<file path="config.mk">
export PLATFORM = sky130hd
export DESIGN_NAME = irq_source_ctl
export DESIGN_NICKNAME = d
export VERILOG_FILES = /design/src/rtl/irq_source_ctl.sv
export SDC_FILE = /design/constraint.sdc
export NUM_CORES = 1
export LEC_CHECK = 0
export ABC_AREA = 1
export BUFFER_PORTS_ARGS = -buffer_cell sky130_fd_sc_hd__buf_2
export CORE_ASPECT_RATIO = 0.5
export CORE_MARGIN = 4
export CORE_UTILIZATION = 38
export CTS_CLUSTER_DIAMETER = 100
export DETAILED_ROUTE_END_ITERATION = 7
export PLACE_DENSITY_LB_ADDON = 0.08
export SYNTH_ARGS = -nofsm -noshare
export SYNTH_HDL_FRONTEND = slang
export SYNTH_SLANG_ARGS = --single-unit
</file>
<file path="constraint.sdc">
create_clock -name clk -period 5.3 [get_ports clk]
set_clock_uncertainty 0.15 [all_clocks]
set_input_delay 0.53 -clock clk [delete_from_list [all_inputs] [get_ports clk]]
set_output_delay 0.53 -clock clk [all_outputs]
set_load 0.05 [all_outputs]
</file>
<file path="src/rtl/irq_source_ctl.sv">
module irq_source_ctl #(
  parameter int N = 16,
  parameter int BASE = 4096,
  parameter int NUM_W = 16,
  parameter int SRV_W = 8,
  parameter logic [N-1:0] LVL_MASK = 'hF0,
  localparam int IW = (N > 1) ? $clog2(N) : 1
) (
  input  logic             clk,
  input  logic             rst_n,
  input  logic [N-1:0]     src_in,
  input  logic             cfg_we,
  input  logic [IW-1:0]    cfg_idx,
  input  logic [SRV_W-1:0] cfg_server,
  input  logic [7:0]       cfg_prio,
  input  logic [7:0]       cfg_saved,
  input  logic             rej_valid,
  input  logic [NUM_W-1:0] rej_num,
  input  logic             eoi_valid,
  input  logic [NUM_W-1:0] eoi_num,
  input  logic             resend_req,
  output logic             resend_busy,
  output logic             offer_valid,
  input  logic             offer_ready,
  output logic [NUM_W-1:0] offer_num,
  output logic [7:0]       offer_prio,
  output logic [SRV_W-1:0] offer_server,
  input  logic [IW-1:0]    peek_idx,
  output logic [7:0]       peek_prio,
  output logic [7:0]       peek_saved,
  output logic [SRV_W-1:0] peek_server,
  output logic [3:0]       peek_status
);
  localparam logic [7:0] MASKED = 8'hFF;

  logic [7:0]       prio_q  [N];
  logic [7:0]       saved_q [N];
  logic [SRV_W-1:0] srv_q   [N];
  logic [N-1:0] asrt, sent, rej, mpnd, want;
  logic [N-1:0] asrt_n, sent_n, rej_n, mpnd_n, want_n;
  logic [N-1:0] gnt;
  logic         any;
  logic [NUM_W-1:0] pick_num;
  logic [7:0]       pick_prio;
  logic [SRV_W-1:0] pick_srv;
  logic [IW-1:0] scan_idx;
  logic          again;

  wire launch = !offer_valid || offer_ready;

  always_comb begin
    any = 1'b0;
    gnt = '0;
    pick_num = '0;
    pick_prio = '0;
    pick_srv = '0;
    for (int i = 0; i < N; i++) begin
      if (want[i] && !any) begin
        any = 1'b1;
        gnt[i] = 1'b1;
        pick_num = NUM_W'(BASE + i);
        pick_prio = prio_q[i];
        pick_srv = srv_q[i];
      end
    end
  end

  always_comb begin
    for (int i = 0; i < N; i++) begin
      logic a, s, r, m, w, lvl;
      logic [7:0] p;
      lvl = LVL_MASK[i];
      a = asrt[i];
      s = sent[i];
      r = rej[i];
      m = mpnd[i];
      w = want[i] & ~(gnt[i] & launch);
      p = prio_q[i];
      if (rej_valid && rej_num == NUM_W'(BASE + i)) begin
        r = 1'b1;
        s = 1'b0;
      end
      if (eoi_valid && eoi_num == NUM_W'(BASE + i) && lvl) s = 1'b0;
      if (lvl) begin
        if (src_in[i] != a) begin
          a = src_in[i];
          if (p != MASKED && a && !s) begin s = 1'b1; w = 1'b1; end
        end
      end else if (src_in[i]) begin
        if (p == MASKED) m = 1'b1;
        else w = 1'b1;
      end
      if (cfg_we && cfg_idx == IW'(i)) begin
        p = cfg_prio;
        if (p == MASKED) begin
          if (w) begin
            w = 1'b0;
            if (lvl) s = 1'b0;
            else m = 1'b1;
          end
        end else if (lvl) begin
          if (a && !s) begin s = 1'b1; w = 1'b1; end
        end else if (m) begin
          m = 1'b0;
          w = 1'b1;
        end
      end
      if (resend_busy && scan_idx == IW'(i)) begin
        if (lvl) begin
          if (p != MASKED && a && !s) begin s = 1'b1; w = 1'b1; end
        end else if (r) begin
          r = 1'b0;
          if (p != MASKED) w = 1'b1;
        end
      end
      asrt_n[i] = a;
      sent_n[i] = s;
      rej_n[i]  = r;
      mpnd_n[i] = m;
      want_n[i] = w;
    end
  end

  always_ff @(posedge clk or negedge rst_n) begin
    if (!rst_n) begin
      for (int i = 0; i < N; i++) begin
        prio_q[i]  <= MASKED;
        saved_q[i] <= MASKED;
        srv_q[i]   <= '0;
      end
      asrt <= '0;
      sent <= '0;
      rej  <= '0;
      mpnd <= '0;
      want <= '0;
    end else begin
      if (cfg_we) begin
        prio_q[cfg_idx]  <= cfg_prio;
        saved_q[cfg_idx] <= cfg_saved;
        srv_q[cfg_idx]   <= cfg_server;
      end
      asrt <= asrt_n;
      sent <= sent_n;
      rej  <= rej_n;
      mpnd <= mpnd_n;
      want <= want_n;
    end
  end

  always_ff @(posedge clk or negedge rst_n) begin
    if (!rst_n) begin
      offer_valid  <= 1'b0;
      offer_num    <= '0;
      offer_prio   <= '0;
      offer_server <= '0;
    end else if (launch) begin
      offer_valid <= any;
      if (any) begin
        offer_num    <= pick_num;
        offer_prio   <= pick_prio;
        offer_server <= pick_srv;
      end
    end
  end

  always_ff @(posedge clk or negedge rst_n) begin
    if (!rst_n) begin
      resend_busy <= 1'b0;
      scan_idx    <= '0;
      again       <= 1'b0;
    end else if (resend_busy) begin
      if (scan_idx == IW'(N - 1)) begin
        scan_idx <= '0;
        again    <= 1'b0;
        if (!(again || resend_req)) resend_busy <= 1'b0;
      end else begin
        scan_idx <= scan_idx + 1'b1;
        if (resend_req) again <= 1'b1;
      end
    end else if (resend_req) begin
      resend_busy <= 1'b1;
      scan_idx    <= '0;
    end
  end

  assign peek_prio   = prio_q[peek_idx];
  assign peek_saved  = saved_q[peek_idx];
  assign peek_server = srv_q[peek_idx];
  assign peek_status = {mpnd[peek_idx], rej[peek_idx], sent[peek_idx], asrt[peek_idx]};
endmodule

</file>
==> impl_table.tex <==
\begin{tabular}{lr}
\hline
Metric & Value \\
\hline
\multicolumn{2}{l}{\textbf{Die}} \\
\quad Effective utilization at floorplan & 38.5\% \\
\quad Core Region & 0.0652 mm² \\
\quad FP Rows & 66 \\
\quad Area of the die & 0.0705 mm² \\
\quad Die boundary height & 190 µm \\
\quad Io pins & 149 \\
\quad Die W & 372 µm \\
\multicolumn{2}{l}{\textbf{Setup path}} \\
\quad Biggest cell delay along the critical path & 0.59 ns \\
\quad Kind of end point of the critical path & primary output \\
\quad Crit path top cell by count & o21ai\_0 \\
\quad Reg2reg path depth & 13 \\
\quad Sort of element at the start of the critical path & input pin \\
\quad Biggest fanout along the worst timing path & 155 \\
\quad Required time of the critical path & 4.62 ns \\
\quad Crit-path cells & clkbuf\_8 -> buf\_12 -> o21ai\_0 -> o21ai\_0 -> o211ai\_1 -> nand3\_1 -> buf\_2 \\
\quad Cell family with most CP delay & buffers and inverters \\
\quad WP data arrival & 2.99 ns \\
\quad Worst setup path class & in -> out \\
\quad Depth of the critical timing path with buffers and inverters included & 7 \\
\quad Library cell contributing the largest single delay on the critical path & clkbuf\_8 \\
\quad Sum of buffers and inverters on the critical path & 3 \\
\multicolumn{2}{l}{\textbf{Status}} \\
\quad Status & complete, no violations \\
\multicolumn{2}{l}{\textbf{Finish}} \\
\quad Fillers & 6,711 \\
\quad Util after Layout & 43.1\% \\
\quad Ant. Diodes & 0 \\
\quad Layout cell share with drive strength beyond 1 & 16.2\% \\
\quad Post-layout net count & 3,465 \\
\quad Area growth syn-to-layout & 11.7\% \\
\multicolumn{2}{l}{\textbf{Placed design}} \\
\quad I/O Buffers & 137 \\
\quad Placed wire-length estimate after detailed placement & 66,400 µm \\
\quad Final weighted congestion of routability-driven global placement & 0.959 \\
\multicolumn{2}{l}{\textbf{Pwr}} \\
\quad Switching portion of total power & 34.5\% \\
\quad Part of the power in combinational logic & 22.3\% \\
\quad Worst vdd rail ir drop & 0.223 mV \\
\quad Internal power summed over all cells & 7.39 mW \\
\quad Fraction of power consumed by the clock network & 31.9\% \\
\quad Power density over cell area & 402 mW/mm² \\
\quad Static leakage & 12.3 nW \\
\quad NetSw & 3.90 mW \\
\quad Sequential group share of total power & 45.8\% \\
\multicolumn{2}{l}{\textbf{Routing}} \\
\quad Drt first pass iters & 6 \\
\quad WL/cell & 22.5 µm \\
\quad Initial DRC Count & 2,605 \\
\quad Drt drc & 0 \\
\quad Routed via count & 23.8k \\
\quad Vias per inst & 5.55 \\
\quad Routed wire length & 96,400 µm \\
\quad Post-route antenna net violation count & 0 \\
\multicolumn{2}{l}{\textbf{Clock tree}} \\
\quad Number of levels in the clock H-tree & 2 \\
\quad Number of clock sinks & 464 \\
\quad CTS tree & built \\
\quad Total CTS buffers & 47 \\
\quad Post-CTS Hold Fix Bufs & 1 \\
\quad Number of gates resized after cts & 0 \\
\quad Clock insertion delay at the later pin of the skew report & 0.59 ns \\
\quad Longest Clk Path Bufs & 3 \\
\quad Clock root cell & clkbuf\_16 \\
\quad Setup fix buffers added after clock tree synthesis & 0 \\
\quad Clock-pin slew on the worst setup and hold paths & 0.06 ns \\
\multicolumn{2}{l}{\textbf{Job}} \\
\quad Number of max-cap violations & 0 \\
\multicolumn{2}{l}{\textbf{Logic synthesis}} \\
\quad Total of flip-flops plus latches after synthesis & 464 \\
\quad Count of synthesis-stage warnings from yosys & 0 \\
\quad Avg Inst Size Synth & 7.47 µm² \\
\quad Most instantiated library cell after synthesis & nand2\_1 \\
\quad Asr flop ratio synth & 100\% \\
\quad Sequential element share of the synthesized area & 47.5\% \\
\quad Yosys top cell by area & dfstp\_2 \\
\quad Leading cell types by total area after synthesis & dfstp\_2, dfrtp\_1, o21ai\_0 \\
\quad Combined area of all synthesized cells & 0.0251 mm² \\
\quad Commonest cells in the synthesized netlist & nand2\_1, o21ai\_0, inv\_1, nor2\_1, dfstp\_2 \\
\quad Number of library cell types mapped by synthesis & 47 \\
\quad Number of synthesized flops with an enable pin & 0 \\
\quad Area share of the largest cell type after synthesis & 26.8\% \\
\quad Most used flip-flop cell after synthesis & dfstp\_2 \\
\quad Number of instances in the synthesized netlist & 3,360 \\
\multicolumn{2}{l}{\textbf{STA}} \\
\quad Rel. slew slack & 24.3\% \\
\quad Max frequency & 272 MHz \\
\quad Time the final worst path needs with I/O delays and setup & 3.67 ns \\
\quad Setup TNS & 0 ns \\
\quad Ratio of final minimum period to clock period & 69.3\% \\
\quad Final setup violating endpoints & 0 \\
\quad Count of final hold-check violations & 0 \\
\quad RSZ-0062 raised after global routing & false \\
\quad Final slew viol count & 0 \\
\quad Slew at the pin with the worst max-slew slack & 1.13 ns \\
\multicolumn{2}{l}{\textbf{Global routing}} \\
\quad Via count of the first global-routing pass & 22.8k \\
\quad Antenna violations before repair & 0 \\
\quad Total grt overflow & 0 \\
\quad Tot GR Track Use & 27.1\% \\
\quad Wire length of the first global-routing pass & 146,000 µm \\
\quad Pin count of the biggest net entering global routing & 156 \\
\multicolumn{2}{l}{\textbf{Hold path}} \\
\quad Worst hold path cell count & 3 \\
\quad Path class of the lowest-slack min-delay path & in -> reg \\
\hline
\end{tabular}
==> cell type report <==
type | instances | area (µm²) | share of cell area, %
flip-flops and latches | 464 | 11900 | 42.5
well taps | 884 | 1110 | 3.94
clock inverters | 24 | 287 | 1.02
inverters | 332 | 1250 | 4.46
repair buffers | 178 | 1070 | 3.82
clock buffers | 64 | 1330 | 4.75
multi-input cells | 2343 | 11100 | 39.5
==> metrics by stage <==
stage          power [mW]  cell area, µm²  hold slack [ns]  setup WS [ns]  cells
2_1_floorplan        6.69           25100           0.0844           2.30   3370
6_report             11.3           28100           0.0522           1.63   4289
3_5_place_dp         7.70           26400            0.296           1.67   4200
5_1_grt              11.9           28100           0.0484           1.46   4289
3_3_place_gp         7.67           26400            0.291           1.66   4200
4_1_cts              11.3           28100           0.0266           1.68   4289
==> registers in the layout, summed over array words and instances, names as in the netlist, 5 cells and up <==
| register | cells |
|---|---|
| srv_q | 128 |
| prio_q | 128 |
| want | 16 |
| mpnd | 12 |
| offer_server | 8 |
| offer_prio | 8 |
| saved_q | 128 |
| offer_num | 5 |
| rej | 16 |
==> worst paths after layout <==
| check | startpoint | end | slack (ns) |
|---|---|---|---|
| hold reg to reg | rej[5] | rej[5] | 0.31 |
| max in group asynchronous | rst_n | offer_prio[0] | 3.31 |
| setup / recovery | peek_idx[0] | peek_server[4] | 1.63 |
| setup reg to reg | want[1] | offer_prio[7] | 1.65 |
| min in group asynchronous | rst_n | srv_q[66] | 0.47 |
| hold / removal | resend_req | resend_busy | 0.05 |
==> routing by layer <==
layer	vias up	share of wire, %	global-route usage [%]	routed length, µm
met5	-	0	0	0
met4	0	3.5	8.85	3370
met3	159	6.9	3.28	6620
met2	901	44	42.7	42900
met1	11600	45	38.9	43500
li1	11200	-	-	-
==> power groups by stage <==
stage	clock network, mW	logic, mW	registers [mW]
final	3.59	2.52	5.17
after global routing	3.81	2.83	5.26
after CTS	3.66	2.51	5.15
after detailed placement	0	2.50	5.19
after global placement	0	2.48	5.19
after floorplan	0	1.57	5.12
==> logic make-up after synthesis <==
family | synth area share, %
other cells | 0.0149
fa+ha+maj | 0.598
xor+xnor | 0.0349
compound gates | 19.8
flops | 47.5
buf+inv | 8.75
simple gates | 23.3
==> cells in the final DEF (no fill, tap or decap), types with 7 or more instances in the layout <==
cell,n
clkbuf_16,49
conb_1,11
o21ai_0,667
nand2_2,7
a21oi_1,188
ha_1,12
inv_1,321
nor3_1,12
or2_2,8
clkinv_2,14
o211ai_1,58
clkbuf_1,10
nor4_1,20
buf_4,36
buf_2,134
nand2_1,699
a311o_1,9
dfstp_2,256
nand3_1,218
nand4_1,87
nor2_2,7
dfrtp_1,208
nor2_1,299
==> worst min-delay path, stage by stage <==
cell and delay (ns):
buf_2 0.10, nor3_1 0.05, nor2_1 0.07
Power figures use the tool's default switching activity.
